## config.mk

```make
export PLATFORM = sky130hd
export DESIGN_NAME = muldiv_unit
export DESIGN_NICKNAME = d
export VERILOG_FILES = /design/src/rtl/muldiv_pkg.sv /design/src/rtl/md_seq.sv /design/src/rtl/md_mul_iter.sv /design/src/rtl/md_div_iter.sv /design/src/rtl/muldiv_unit.sv
export SDC_FILE = /design/constraint.sdc
export NUM_CORES = 1
export LEC_CHECK = 0
export BUFFER_PORTS_ARGS = -buffer_cell sky130_fd_sc_hd__buf_2
export CAP_MARGIN = 20
export CORE_ASPECT_RATIO = 1.5
export CORE_MARGIN = 3
export CORE_UTILIZATION = 47
export DETAILED_ROUTE_END_ITERATION = 10
export PLACE_DENSITY_LB_ADDON = 0.05
export SKIP_LAST_GASP = 1
export SLEW_MARGIN = 20
export SYNTH_ARGS = -nofsm -noshare
export SYNTH_HDL_FRONTEND = slang
export SYNTH_SLANG_ARGS = --single-unit
```

## constraint.sdc

```tcl
create_clock -name clk_i -period 6.2 [get_ports clk_i]
set_clock_uncertainty 0.1 [all_clocks]
set_input_delay 0.31 -clock clk_i [delete_from_list [all_inputs] [get_ports clk_i]]
set_output_delay 0.31 -clock clk_i [all_outputs]
set_load 0.03 [all_outputs]
```

## src/rtl/muldiv_pkg.sv

```systemverilog
package muldiv_pkg;
  typedef enum logic [1:0] {
    OP_MUL  = 2'b00,
    OP_MULU = 2'b01,
    OP_DIV  = 2'b10,
    OP_DIVU = 2'b11
  } md_op_e;
endpackage

```

## src/rtl/md_seq.sv

```systemverilog
module md_seq #(
  parameter int ITER = 32
) (
  input  logic clk_i,
  input  logic rst_ni,
  input  logic go_i,
  output logic busy_o,
  output logic last_o
);
  localparam int CW = $clog2(ITER + 1);

  logic [CW-1:0] cnt_q;
  logic          busy_q;

  assign last_o = busy_q && (cnt_q == CW'(ITER - 1));
  assign busy_o = busy_q;

  always_ff @(posedge clk_i or negedge rst_ni) begin
    if (!rst_ni) begin
      busy_q <= 1'b0;
      cnt_q  <= '0;
    end else if (!busy_q) begin
      if (go_i) begin
        busy_q <= 1'b1;
        cnt_q  <= '0;
      end
    end else if (last_o) begin
      busy_q <= 1'b0;
    end else begin
      cnt_q <= cnt_q + 1'b1;
    end
  end
endmodule

```

## src/rtl/md_mul_iter.sv

```systemverilog
module md_mul_iter #(
  parameter int W = 32
) (
  input  logic           clk_i,
  input  logic           rst_ni,
  input  logic           load_i,
  input  logic           step_i,
  input  logic [W-1:0]   mcand_i,
  input  logic [W-1:0]   mplier_i,
  output logic [2*W-1:0] prod_nxt_o
);
  localparam int PW = 2 * W;

  logic [W-1:0]  mcand_q;
  logic [PW-1:0] prod_q;
  logic [W:0]    sum;

  // add multiplicand into upper half when low bit set, then shift right
  assign sum        = {1'b0, prod_q[PW-1:W]} + (prod_q[0] ? {1'b0, mcand_q} : '0);
  assign prod_nxt_o = {sum, prod_q[W-1:1]};

  always_ff @(posedge clk_i or negedge rst_ni) begin
    if (!rst_ni) begin
      mcand_q <= '0;
      prod_q  <= '0;
    end else if (load_i) begin
      mcand_q <= mcand_i;
      prod_q  <= {{W{1'b0}}, mplier_i};
    end else if (step_i) begin
      prod_q <= prod_nxt_o;
    end
  end
endmodule

```

## src/rtl/md_div_iter.sv

```systemverilog
module md_div_iter #(
  parameter int W = 32
) (
  input  logic         clk_i,
  input  logic         rst_ni,
  input  logic         load_i,
  input  logic         step_i,
  input  logic [W-1:0] dvd_i,
  input  logic [W-1:0] dvs_i,
  output logic [W-1:0] quo_nxt_o,
  output logic [W-1:0] rem_nxt_o
);
  logic [W-1:0] dvs_q;
  logic [W-1:0] rem_q;
  logic [W-1:0] quo_q;
  logic [W:0]   trial;
  logic         fit;

  // restoring step: dividend bits leave quo_q at the top, quotient bits enter at the bottom
  assign trial     = {rem_q, quo_q[W-1]} - {1'b0, dvs_q};
  assign fit       = ~trial[W];
  assign rem_nxt_o = fit ? trial[W-1:0] : {rem_q[W-2:0], quo_q[W-1]};
  assign quo_nxt_o = {quo_q[W-2:0], fit};

  always_ff @(posedge clk_i or negedge rst_ni) begin
    if (!rst_ni) begin
      dvs_q <= '0;
      rem_q <= '0;
      quo_q <= '0;
    end else if (load_i) begin
      dvs_q <= dvs_i;
      rem_q <= '0;
      quo_q <= dvd_i;
    end else if (step_i) begin
      rem_q <= rem_nxt_o;
      quo_q <= quo_nxt_o;
    end
  end
endmodule

```

## src/rtl/muldiv_unit.sv

```systemverilog
module muldiv_unit
  import muldiv_pkg::*;
#(
  parameter int W = 32
) (
  input  logic         clk_i,
  input  logic         rst_ni,
  input  logic         start_i,
  input  logic [1:0]   op_i,
  input  logic [W-1:0] a_i,
  input  logic [W-1:0] b_i,
  output logic         busy_o,
  input  logic         rd_req_i,
  input  logic         rd_sel_i,
  output logic         rd_valid_o,
  output logic [W-1:0] rd_data_o
);
  localparam int ITER = W;
  localparam int PW   = 2 * W;

  md_op_e       op_cmd;
  logic         accept, last;
  logic         cmd_signed, cmd_div, a_neg, b_neg;
  logic [W-1:0] mag_a, mag_b;

  logic         is_div_q, neg_lo_q, neg_rem_q, dz_q;
  logic [W-1:0] dvd_q;
  logic [W-1:0] hi_q, lo_q;

  logic [PW-1:0] prod_nxt, prod_fix;
  logic [W-1:0]  quo_nxt, rem_nxt, quo_fix, rem_fix;

  assign op_cmd     = md_op_e'(op_i);
  assign accept     = start_i & ~busy_o;
  assign cmd_signed = (op_cmd == OP_MUL) || (op_cmd == OP_DIV);
  assign cmd_div    = (op_cmd == OP_DIV) || (op_cmd == OP_DIVU);
  assign a_neg      = cmd_signed & a_i[W-1];
  assign b_neg      = cmd_signed & b_i[W-1];
  assign mag_a      = a_neg ? ('0 - a_i) : a_i;
  assign mag_b      = b_neg ? ('0 - b_i) : b_i;

  md_seq #(.ITER(ITER)) u_seq (
    .clk_i  (clk_i),
    .rst_ni (rst_ni),
    .go_i   (start_i),
    .busy_o (busy_o),
    .last_o (last)
  );

  md_mul_iter #(.W(W)) u_mul (
    .clk_i      (clk_i),
    .rst_ni     (rst_ni),
    .load_i     (accept & ~cmd_div),
    .step_i     (busy_o & ~is_div_q),
    .mcand_i    (mag_b),
    .mplier_i   (mag_a),
    .prod_nxt_o (prod_nxt)
  );

  md_div_iter #(.W(W)) u_div (
    .clk_i     (clk_i),
    .rst_ni    (rst_ni),
    .load_i    (accept & cmd_div),
    .step_i    (busy_o & is_div_q),
    .dvd_i     (mag_a),
    .dvs_i     (mag_b),
    .quo_nxt_o (quo_nxt),
    .rem_nxt_o (rem_nxt)
  );

  // command attributes captured at accept
  always_ff @(posedge clk_i or negedge rst_ni) begin
    if (!rst_ni) begin
      is_div_q  <= 1'b0;
      neg_lo_q  <= 1'b0;
      neg_rem_q <= 1'b0;
      dz_q      <= 1'b0;
      dvd_q     <= '0;
    end else if (accept) begin
      is_div_q  <= cmd_div;
      neg_lo_q  <= a_neg ^ b_neg;
      neg_rem_q <= a_neg;
      dz_q      <= cmd_div && (b_i == '0);
      dvd_q     <= a_i;
    end
  end

  assign prod_fix = neg_lo_q  ? ('0 - prod_nxt) : prod_nxt;
  assign quo_fix  = neg_lo_q  ? ('0 - quo_nxt)  : quo_nxt;
  assign rem_fix  = neg_rem_q ? ('0 - rem_nxt)  : rem_nxt;

  always_ff @(posedge clk_i or negedge rst_ni) begin
    if (!rst_ni) begin
      hi_q <= '0;
      lo_q <= '0;
    end else if (last) begin
      if (!is_div_q) begin
        hi_q <= prod_fix[PW-1:W];
        lo_q <= prod_fix[W-1:0];
      end else if (dz_q) begin
        hi_q <= dvd_q;
        lo_q <= '1;
      end else begin
        hi_q <= rem_fix;
        lo_q <= quo_fix;
      end
    end
  end

  assign rd_valid_o = rd_req_i & ~busy_o;
  assign rd_data_o  = rd_sel_i ? hi_q : lo_q;
endmodule

```

# Word-level counts from Yosys, hierarchy flattened
# Index checks and enable logic that the tools add are counted.
# totals
ff_bits,299
latch_bits,0
mem_bits_rw,0
romBits,0
inputBits,71
word_cells,73
mem_count,0
# classes
addsub,8
mul,0
div,0
magnitude_cmp,0
eq_ne,4
shift,0
n_mux,24
bitwise,13
reduce_logical,10
# op_table
operator,count
$mux W32,15
$mux W64,3
$sub A1 B32 Y32 const A,4
$sub A1 B64 Y64 const A,1
$add A32 B33 Y33,1
$sub A33 B32 Y33,1
$logic_not A32 Y1,1
$mux W6,3
$and A1 B1 Y1,8
$add A6 B1 Y6 const B,1
$eq A6 B5 Y1 const B,1
$reduce_bool A2 Y1,3
$eq A2 B2 Y1 const B,2
$not A1 Y1,4
$mux W1,3
$logic_and A1 B1 Y1,2
$logic_not A2 Y1,1
$logic_or A1 B1 Y1,2
$ne A2 B2 Y1 const B,1
$reduce_and A2 Y1,1
$xor A1 B1 Y1,1

# Longest topological paths before layout
# Gate-level depths: netlist (run 1).
# depth
word_depth,6
ltp_mapped,24
depth_no_buf,22

# By module
# Synthesis (run 1) repeated with hierarchy kept, for this count alone.
# unflattened
hier_cells,2695
area_unflattened_um2,22853.2
# modules_own_cells
module,n_inst,cells_per_inst,area_each_um2
muldiv_unit,1,1176,9281.4
md_div_iter,1,826,6899.1
md_mul_iter,1,649,6269.8
md_seq,1,44,402.9

# Least setup slack after synthesis (run 1)
# OpenSTA, ideal clock, no wires.
# synth_timing
path_kind,register to register
startpoint,register u_div.quo_q[31]
endpoint,register hi_q[30]
setup_time_ns,0.135
t_arrival_ns,4.535
path_slack_ns,1.430
stages_incl_launch_ff,24
synth_period_minus_slack_ns,4.770
cell_sequence,dfrtp_1 -> inv_1 -> ha_1 -> inv_1 -> fa_1 -> a211oi_2 -> o211ai_2 -> a31oi_4 -> a2111oi_4 -> nor3_2 -> nor2_8 -> inv_2 -> buf_2 -> buf_2 -> nor2_1 -> a21oi_1 -> ha_1 -> inv_1 -> nor4_1 -> a31oi_1 -> nor4_1 -> a311oi_1 -> o211ai_1 -> o211ai_1
# synth_between
elab_chain_len,6
# synth_rtl
item,line_no,source
"start, declared",md_div_iter.sv:15,logic [W-1:0] quo_q;
"start signal, assigned",md_div_iter.sv:33,quo_q <= dvd_i;
"start signal, assigned",md_div_iter.sv:36,quo_q <= quo_nxt_o;
$sub A33 B32 Y33,md_div_iter.sv:20,"assign trial = {rem_q, quo_q[W-1]} - {1'b0, dvs_q};"
$mux W32 (*),md_div_iter.sv:22,"assign rem_nxt_o = fit ? trial[W-1:0] : {rem_q[W-2:0], quo_q[W-1]};"
$sub A1 B32 Y32,muldiv_unit.sv:90,assign rem_fix = neg_rem_q ? ('0 - rem_nxt) : rem_nxt;
$mux W32 (*),muldiv_unit.sv:90,
$mux W32 (*),muldiv_unit.sv:100,end else if (dz_q) begin
$mux W32 (*),muldiv_unit.sv:97,if (!is_div_q) begin
"end signal, assigned",muldiv_unit.sv:98,hi_q <= prod_fix[PW-1:W];
"end signal, assigned",muldiv_unit.sv:101,hi_q <= dvd_q;
"end signal, assigned",muldiv_unit.sv:104,hi_q <= rem_fix;
"end, declared",muldiv_unit.sv:28,"logic [W-1:0] hi_q, lo_q;"
# Mark *: on every way between the ends. The rest lies on a longest branch, timed or not.
# A chain may end at the register's enable or synchronous reset.

# Worst setup path in the final report (run 1)
# layout_timing
startpoint,register u_div.rem_q[4]
endpoint,register hi_q[30]
# layout_between
elab_chain_len,6
# layout_rtl
item,line_no,source
"start, declared",md_div_iter.sv:14,logic [W-1:0] rem_q;
"start signal, assigned",md_div_iter.sv:35,rem_q <= rem_nxt_o;
$sub A33 B32 Y33,md_div_iter.sv:20,
$mux W32 (*),md_div_iter.sv:22,
$sub A1 B32 Y32,muldiv_unit.sv:90,
$mux W32 (*),muldiv_unit.sv:90,
$mux W32 (*),muldiv_unit.sv:100,
$mux W32 (*),muldiv_unit.sv:97,
# Marks and branches as above.

==> results of run 1 <==
==> per-stage QoR <==
step	hold slack (ns)	worst slack [ns]	total power, mW	utilization (%)
floorplan	-0.0856	1.43	6.69	-
global placement	0.211	1.00	8.42	49.5
detailed placement	0.213	0.959	8.41	49.5
CTS	0.000752	0.946	10.6	52.7
global route	0.0181	0.387	11.3	52.7
finish	0.0289	0.826	10.7	52.7
==> sequential cells by signal, summed over array words and instances (netlist names) <==
| signal | count |
|---|---|
| u_seq.busy_o | 1 |
| dvd_q | 32 |
| u_div.rem_q | 32 |
| u_mul.prod_q | 64 |
| dz_q | 1 |
| is_div_q | 1 |
| neg_lo_q | 1 |
| u_div.dvs_q | 32 |
| hi_q | 32 |
| u_div.quo_q | 32 |
| u_seq.cnt_q | 6 |
| lo_q | 32 |
| u_mul.mcand_q | 32 |
| neg_rem_q | 1 |
==> cell usage in the layout, fill, tap and decap left out, drive strengths merged, types with 53 or more instances in the layout <==
master  synthesis  routed
buf            38     133
dfrtp         299     299
o21ai         293     293
xor2           92      92
nand3          60      60
o22ai          59      59
xnor2         124     124
inv            73      73
nor2          136     136
nor3           53      53
nand2         381     381
ha             70      70
a21oi         173     173
and2           75      75
==> final timing paths <==
kind / start / end / slack [ns] / cells after the start
max: u_div.rem_q[4]$_DFFE_PN0P_ / hi_q[30]$_DFFE_PN0P_ / 0.83 / 17
min: a_i[1] / dvd_q[1]$_DFFE_PN0P_ / 0.03 / 3
max reg2reg: u_div.rem_q[4]$_DFFE_PN0P_ / hi_q[30]$_DFFE_PN0P_ / 0.83 / 17
min reg2reg: lo_q[20]$_DFFE_PN0P_ / lo_q[20]$_DFFE_PN0P_ / 0.37 / 2
max in group asynchronous: rst_ni / neg_lo_q$_DFFE_PN0P_ / 4.27 / 3
min in group asynchronous: rst_ni / u_mul.mcand_q[22]$_DFFE_PN0P_ / 0.24 / 2
==> kinds of logic after synthesis <==
kind of cell	count (synthesis)	share of synthesized area, %
AND/OR/NAND/NOR	873	19.7
AO/OA/AOI/OAI	866	25.4
flip-flops	299	34.3
buffers and inverters	242	4.45
XOR/XNOR	216	8.68
adder cells (fa/ha/maj)	72	4.20
multiplexers	65	3.20
==> layer usage <==
metal | wire (um) | vias to the layer above | share of wire [%]
li1 | - | 9639 | -
met1 | 33700 | 10206 | 42
met2 | 38900 | 690 | 48
met3 | 3730 | 166 | 4.6
met4 | 4920 | 0 | 6.1
met5 | 0 | - | 0
==> critical path: stages (launching register included) <==
cell and delay [ns]:
sky130_fd_sc_hd__dfrtp_1 0.42, sky130_fd_sc_hd__ha_1 0.49, sky130_fd_sc_hd__o211ai_1 0.22, sky130_fd_sc_hd__o211ai_2 0.29
sky130_fd_sc_hd__a31oi_4 0.16, sky130_fd_sc_hd__a2111oi_4 0.46, sky130_fd_sc_hd__o21a_2 0.43, sky130_fd_sc_hd__nor2_8 0.07
sky130_fd_sc_hd__inv_2 0.14, sky130_fd_sc_hd__mux2i_1 0.32, sky130_fd_sc_hd__ha_1 0.26, sky130_fd_sc_hd__inv_1 0.08
sky130_fd_sc_hd__nor4_1 0.49, sky130_fd_sc_hd__a31oi_1 0.29, sky130_fd_sc_hd__nor4_1 0.51, sky130_fd_sc_hd__a311oi_1 0.18
sky130_fd_sc_hd__o211ai_1 0.22, sky130_fd_sc_hd__o211ai_1 0.11
==> power by group through the flow <==
stage	Combinational (mW)	Sequential, mW	Clock, mW
floorplan	4.15	2.54	0
global placement	5.75	2.66	0
detailed placement	5.74	2.68	0
CTS	5.80	2.65	2.17
global route	6.37	2.70	2.24
finish	5.90	2.66	2.13
==> cells in the mapped netlist, drive strengths merged (7+ instances only) <==
library cell,number,area (um2)
nor2,136,529
o31ai,50,385
nor4,19,185
nand3,60,300
buf,38,203
xnor2,124,1090
o311ai,10,95.1
and4,8,70.1
nand4,24,178
inv,73,274
nand2b,16,100
or4,24,191
mux2,34,387
a31oi,28,196
o21a,17,129
a21oi,173,870
clkbuf,127,478
a211oi,48,365
dfrtp,299,7480
o41ai,20,213
ha,70,876
nor2b,9,56.3
a22oi,42,315
nor3,53,282
o211ai,30,230
nand2,381,1430
xor2,92,806
and3,7,43.8
mux2i,31,310
a21o,17,128
or3,28,190
or2,13,83.8
o22ai,59,369
o31a,9,78.8
o21ai,293,1470
and2,75,469
==> what timing repair did <==
item,in CTS,in global routing
endpoints found under the hold margin,95,0
hold buffers,29,0
buffers inserted,0,0
==> final cells by class <==
cell class / instances / area share (%)
clock buffers: 51 / 4.35
clock inverters: 11 / 0.446
inverters: 77 / 1.20
multi-input cells: 2092 / 55.5
flip-flops and latches: 299 / 31.0
well taps: 588 / 3.05
repair buffers: 162 / 4.37
==> impl_metrics.prom, run 1 <==
# TYPE chip_impl_metric gauge
chip_impl_metric{name="grtUsageMet1",unit="%"} 41.9
chip_impl_metric{name="ys_async_sr_fraction",unit="%"} 100
chip_impl_metric{name="combPwrFrac",unit="%"} 55.2
chip_impl_metric{name="share_seq_of_total_power",unit="%"} 24.9
chip_impl_metric{name="max_slew_margin",unit="%"} 22.9
chip_impl_metric{name="synth_edf_count",unit=""} 0
chip_impl_metric{name="netlist_instances",unit=""} 2633
chip_impl_metric{name="globalplace.congestion",unit=""} 0.971
chip_impl_metric{name="critPathArrivalTime",unit="ns"} 5.67
chip_impl_metric{name="die_h",unit="um"} 270
chip_impl_metric{name="report.final.setup_viol",unit=""} 0
chip_impl_metric{name="yosys_warnings",unit=""} 0
chip_impl_metric{name="final_cells",unit=""} 3280
chip_impl_metric{name="drt-vias-per-instance",unit=""} 6.31
chip_impl_metric{name="ys_ff_latch",unit=""} 299
chip_impl_metric{name="synth_nets",unit=""} 2776
chip_impl_metric{name="place.detailed.hpwl",unit="um"} 60300
chip_impl_metric{name="cts.clk_slew.worst_paths",unit="ns"} 0.06
chip_impl_info{name="outcome",value="finished clean"} 1
chip_impl_metric{name="avgRoutedWirePerCell",unit="um"} 24.8
chip_impl_metric{name="clock_sink_count",unit=""} 299
chip_impl_metric{name="drive_gt1_share",unit="%"} 10.7
chip_impl_metric{name="die-area",unit="mm2"} 0.0490
chip_impl_metric{name="avgSynthCellArea",unit="um2"} 8.28
chip_impl_metric{name="use_met2",unit="%"} 53.3
chip_impl_metric{name="core_region_area",unit="mm2"} 0.0458
chip_impl_metric{name="synthesized_area",unit="mm2"} 0.0218
chip_impl_metric{name="grt_first_pass_wirelength",unit="um"} 123000
chip_impl_metric{name="areaGrowthSynthToFinish",unit="%"} 10.7
chip_impl_metric{name="final_period_minus_worst_setup_slack",unit="ns"} 5.37
chip_impl_metric{name="grt_pass1_vias",unit=""} 20019
chip_impl_metric{name="synth_cell_type_count",unit=""} 105
chip_impl_metric{name="final_hold_viol_count",unit=""} 0
chip_impl_metric{name="area.sequential",unit="mm2"} 0.00748
chip_impl_metric{name="multiInputGateArea",unit="mm2"} 0.0134
chip_impl_metric{name="routed_wl",unit="um"} 81200
chip_impl_metric{name="timing.critical_path.required",unit="ns"} 6.50
chip_impl_metric{name="route.vias.total",unit=""} 20701
chip_impl_metric{name="fmax",unit="MHz"} 186
chip_impl_metric{name="sequential_to_total_area_share_from_yosys_stat",unit="%"} 34.3
chip_impl_metric{name="number_of_design_rule_violations_left_after_detail_routing",unit=""} 0
chip_impl_metric{name="nFillCells",unit=""} 4444
chip_impl_metric{name="antenna_found_initial",unit=""} 1
chip_impl_metric{name="slew_violations",unit=""} 0
chip_impl_info{name="clockRootBuffer",value="sky130_fd_sc_hd__clkbuf_16"} 1
chip_impl_metric{name="placed_cells_incl_taps",unit=""} 3189
chip_impl_metric{name="placement.io_buffers",unit=""} 104
chip_impl_metric{name="die_width",unit="um"} 182
chip_impl_info{name="rsz_0062_raised_after_global_routing",value="no"} 1
chip_impl_metric{name="maxCapViolations",unit=""} 0
chip_impl_metric{name="grt_start_max_net_pins",unit=""} 164
chip_impl_info{name="cp-end-kind",value="register"} 1
chip_impl_metric{name="setup_tns",unit="ns"} 0
chip_impl_info{name="synthFlopType",value="sky130_fd_sc_hd__dfrtp_1"} 1
chip_impl_metric{name="leakagePower",unit="nW"} 10.4
chip_impl_metric{name="critical_path.max_fanout",unit=""} 15
chip_impl_metric{name="clock_tree.htree_level_count",unit=""} 2
chip_impl_metric{name="sw_share",unit="%"} 47.6
chip_impl_info{name="gr-max-usage-layer",value="met2"} 1
chip_impl_metric{name="route.antenna.remaining_nets",unit=""} 0
chip_impl_metric{name="insertion_delay",unit="ns"} 0.53
chip_impl_info{name="startpoint_type",value="register"} 1
chip_impl_metric{name="max_vdd_drop",unit="uV"} 232
chip_impl_info{name="cts_tree",value="yes"} 1
chip_impl_metric{name="detailedRoute.firstPassIterationCount",unit=""} 5
chip_impl_metric{name="floorplan.initialDensity",unit="%"} 47.6
chip_impl_metric{name="track_usage",unit="%"} 32.3
chip_impl_metric{name="ios",unit=""} 105
chip_impl_metric{name="diodes",unit=""} 0
chip_impl_metric{name="cts-resized-gates",unit=""} 0
chip_impl_metric{name="power_frac_clock",unit="%"} 19.9
chip_impl_metric{name="clk_path_buf_depth",unit=""} 3
chip_impl_metric{name="placementRows",unit=""} 96
chip_impl_metric{name="p_per_area",unit="mW/mm2"} 443
chip_impl_metric{name="placed_area",unit="mm2"} 0.0227
chip_impl_metric{name="gr-usage-met3",unit="%"} 3.05
chip_impl_metric{name="tritoncts.num_buffers",unit=""} 36
chip_impl_metric{name="p_switching",unit="mW"} 5.09
chip_impl_metric{name="globalRouteOverflowTotal",unit=""} 0
chip_impl_metric{name="internal_power",unit="mW"} 5.60
chip_impl_metric{name="layout_worst_path_cycle_share",unit="%"} 86.7
chip_impl_metric{name="num-nets-final",unit=""} 2811
chip_impl_info{name="hold_class",value="input pin to register"} 1
chip_impl_metric{name="drt_first_iter_violations",unit=""} 1724
chip_impl_info{name="critPathKind",value="register to register"} 1
chip_impl_metric{name="worst_pin_slew",unit="ns"} 1.15
chip_impl_metric{name="final_design_area_no_fill",unit="mm2"} 0.0241
(Power assumes the default switching activity.)
==> run 2: changes to the inputs <==
--- a/config.mk
+++ b/config.mk
@@ -6,7 +6,6 @@
 export NUM_CORES = 1
 export LEC_CHECK = 0
 export BUFFER_PORTS_ARGS = -buffer_cell sky130_fd_sc_hd__buf_2
-export CAP_MARGIN = 20
 export CORE_ASPECT_RATIO = 1.5
 export CORE_MARGIN = 3
 export CORE_UTILIZATION = 47
==> constraint.sdc (replaced) <==
create_clock -name clk_i -period 6.2 [get_ports clk_i]
set_clock_uncertainty 0.1 [all_clocks]
set_input_delay 1.24 -clock clk_i [delete_from_list [all_inputs] [get_ports clk_i]]
set_output_delay 1.24 -clock clk_i [all_outputs]
set_load 0.03 [all_outputs]
==> impl_metrics.prom, run 2 (same netlist as run 1, synthesis figures left out) <==
# TYPE chip_impl_metric gauge
chip_impl_info{name="outcome",value="finished clean"} 1
chip_impl_info{name="regToRegEndpoint",value="hi_q[30]$_DFFE_PN0P_"} 1
chip_impl_metric{name="leakagePower",unit="nW"} 10.3
chip_impl_metric{name="grt_start_max_net_pins",unit=""} 114
chip_impl_metric{name="ff2ff_setup_slack",unit="ns"} 0.76
chip_impl_metric{name="largest_reg_flops",unit=""} 64
chip_impl_metric{name="fmax",unit="MHz"} 184
chip_impl_metric{name="final_hold_viol_count",unit=""} 0
chip_impl_info{name="clockRootBuffer",value="sky130_fd_sc_hd__clkbuf_16"} 1
chip_impl_metric{name="die_width",unit="um"} 182
chip_impl_metric{name="track_usage",unit="%"} 32.9
chip_impl_info{name="worst_path_most_repeated_cell",value="sky130_fd_sc_hd__o211ai_1"} 1
chip_impl_metric{name="core_region_area",unit="mm2"} 0.0458
chip_impl_metric{name="final_period_minus_worst_setup_slack",unit="ns"} 5.44
chip_impl_metric{name="grt_pass1_vias",unit=""} 20081
chip_impl_metric{name="route.antenna.remaining_nets",unit=""} 0
chip_impl_metric{name="cts-resized-gates",unit=""} 0
chip_impl_metric{name="timing.critical_path.required",unit="ns"} 6.51
chip_impl_metric{name="maxCapViolations",unit=""} 0
chip_impl_info{name="final_cell_mix",value="sky130_fd_sc_hd__nand2_1 (376), sky130_fd_sc_hd__dfrtp_1 (297), sky130_fd_sc_hd__o21ai_0 (263)"} 1
chip_impl_metric{name="grt_first_pass_wirelength",unit="um"} 126000
chip_impl_metric{name="die_h",unit="um"} 270
chip_impl_metric{name="routed_wl",unit="um"} 82800
chip_impl_metric{name="insertion_delay",unit="ns"} 0.54
chip_impl_metric{name="nFillCells",unit=""} 4429
chip_impl_metric{name="critPathArrivalTime",unit="ns"} 5.74
chip_impl_metric{name="p_per_area",unit="mW/mm2"} 451
chip_impl_info{name="layout.cells.most_common",value="sky130_fd_sc_hd__nand2_1"} 1
chip_impl_metric{name="r2r.worst_path.cells",unit=""} 17
chip_impl_metric{name="drive_gt1_share",unit="%"} 10.9
chip_impl_metric{name="number_of_design_rule_violations_left_after_detail_routing",unit=""} 0
chip_impl_info{name="critPathTopFamily",value="compound AO/OA/AOI/OAI gates"} 1
chip_impl_metric{name="clock_sink_count",unit=""} 299
chip_impl_metric{name="cts.repair_timing.setup_buffer_count",unit=""} 0
chip_impl_metric{name="max_slew_margin",unit="%"} 25.2
chip_impl_metric{name="ios",unit=""} 105
chip_impl_metric{name="areaGrowthSynthToFinish",unit="%"} 9.61
chip_impl_metric{name="clock_tree.htree_level_count",unit=""} 2
chip_impl_info{name="crit_slowest_cell",value="sky130_fd_sc_hd__nor4_1"} 1
chip_impl_metric{name="final_design_area_no_fill",unit="mm2"} 0.0239
chip_impl_metric{name="critPathMaxStageDelay",unit="ns"} 0.59
chip_impl_metric{name="cts.clk_slew.worst_paths",unit="ns"} 0.06
chip_impl_metric{name="floorplan.initialDensity",unit="%"} 47.6
chip_impl_info{name="min-delay-start",value="hi_q[1]$_DFFE_PN0P_"} 1
chip_impl_info{name="startpoint_type",value="register"} 1
chip_impl_metric{name="slew_violations",unit=""} 0
chip_impl_info{name="critPathKind",value="register to register"} 1
chip_impl_metric{name="clk_path_buf_depth",unit=""} 3
chip_impl_metric{name="globalplace.congestion",unit=""} 0.959
chip_impl_info{name="rsz_0062_raised_after_global_routing",value="no"} 1
chip_impl_metric{name="drt_first_iter_violations",unit=""} 1841
chip_impl_info{name="hold_class",value="register to register"} 1
chip_impl_metric{name="detailedRoute.firstPassIterationCount",unit=""} 6
chip_impl_metric{name="placement.io_buffers",unit=""} 104
chip_impl_metric{name="drt-vias-per-instance",unit=""} 6.33
chip_impl_metric{name="worst_pin_slew",unit="ns"} 1.12
chip_impl_metric{name="tritoncts.num_buffers",unit=""} 36
chip_impl_info{name="timing.critical_path.cells",value="ha_1 > o211ai_1 > o211ai_2 > a31oi_4 > a2111oi_4 > o21a_2 > nor2_8 > inv_2 > mux2i_1 > ha_1 > inv_1 > nor4_1 > a31oi_1 > nor4_1 > a311oi_1 > o211ai_1 > o211ai_1"} 1
chip_impl_metric{name="placed_area",unit="mm2"} 0.0227
chip_impl_metric{name="globalRouteOverflowTotal",unit=""} 0
chip_impl_info{name="worstHoldEndpoint",value="hi_q[1]$_DFFE_PN0P_"} 1
chip_impl_metric{name="antenna_found_initial",unit=""} 0
chip_impl_metric{name="setup_tns",unit="ns"} 0
chip_impl_metric{name="avgRoutedWirePerCell",unit="um"} 25.5
chip_impl_metric{name="critical_path.max_fanout",unit=""} 15
chip_impl_metric{name="max_vdd_drop",unit="uV"} 233
chip_impl_metric{name="whs_path_depth",unit=""} 2
chip_impl_metric{name="placementRows",unit=""} 96
chip_impl_metric{name="die-area",unit="mm2"} 0.0490
chip_impl_info{name="largest-register",value="u_mul.prod_q"} 1
chip_impl_metric{name="report.final.setup_viol",unit=""} 0
chip_impl_info{name="cts_tree",value="yes"} 1
chip_impl_metric{name="place.detailed.hpwl",unit="um"} 61700
chip_impl_metric{name="route.vias.total",unit=""} 20587
chip_impl_metric{name="critical_path.n_buffers_inverters",unit=""} 2
chip_impl_info{name="cp-end-kind",value="register"} 1
chip_impl_metric{name="layout_worst_path_cycle_share",unit="%"} 87.7
chip_impl_metric{name="holdBufCountCts",unit=""} 0
chip_impl_info{name="r2r-start",value="u_div.rem_q[4]$_DFFE_PN0P_"} 1
chip_impl_metric{name="num-nets-final",unit=""} 2783
[run 2: tightest hold or removal path, delay by kind of cell (launching register included)]
kind | cells | cell delay, ns
flops | 1 | 0.34
simple gates | 2 | 0.11
[run 2: cell type report]
type / count / area [um2] / area share [%]
repair buffers: 134 / 793 / 3.32
well taps: 588 / 736 / 3.08
clock buffers: 51 / 1050 / 4.39
diodes: 1 / 2.50 / 0.0105
multi-input cells: 2092 / 13400 / 56.1
inverters: 77 / 289 / 1.21
flip-flops and latches: 299 / 7480 / 31.3
clock inverters: 10 / 130 / 0.545
[run 2: metrics by stage]
step / util, % / power [mW] / setup WS [ns] / cells / hold WS [ns]
2_1_floorplan: - / 6.69 / 1.43 / 2633 / 0.340
3_3_place_gp: 49.6 / 8.44 / 0.949 / 3190 / 0.355
3_5_place_dp: 49.6 / 8.44 / 0.860 / 3190 / 0.359
4_1_cts: 52.2 / 10.7 / 0.838 / 3251 / 0.373
5_1_grt: 52.2 / 11.4 / 0.380 / 3251 / 0.387
6_report: 52.2 / 10.8 / 0.762 / 3252 / 0.374
[run 2: where the power goes]
part           internal (mW)  total [mW]  leakage [nW]  switching (mW)
clock                   1.30        2.19         0.577           0.894
combinational           2.07        5.92          5.75            3.84
sequential              2.26        2.66          3.96           0.394
[run 2: worst max path at each step]
stage	start	depth (start not counted)	slack, ns	to
2_1_floorplan	u_div.quo_q[31]$_DFFE_PN0P_	23	1.43	hi_q[30]$_DFFE_PN0P_
3_3_place_gp	u_mul.prod_q[0]$_DFFE_PN0P_	14	0.95	hi_q[31]$_DFFE_PN0P_
3_5_place_dp	u_div.quo_q[31]$_DFFE_PN0P_	20	0.86	hi_q[30]$_DFFE_PN0P_
4_1_cts	u_div.rem_q[4]$_DFFE_PN0P_	17	0.84	hi_q[30]$_DFFE_PN0P_
5_1_grt	u_div.rem_q[4]$_DFFE_PN0P_	17	0.38	hi_q[30]$_DFFE_PN0P_
6_report	u_div.rem_q[4]$_DFFE_PN0P_	17	0.76	hi_q[30]$_DFFE_PN0P_
[run 2: metal layers]
metal	GRT usage (%)	wire length (um)	vias to the layer above
met5	0	0	-
met4	14.8	4560	0
met3	3.09	3970	163
met2	55.6	39900	715
met1	42.8	34400	10138
li1	-	-	9571
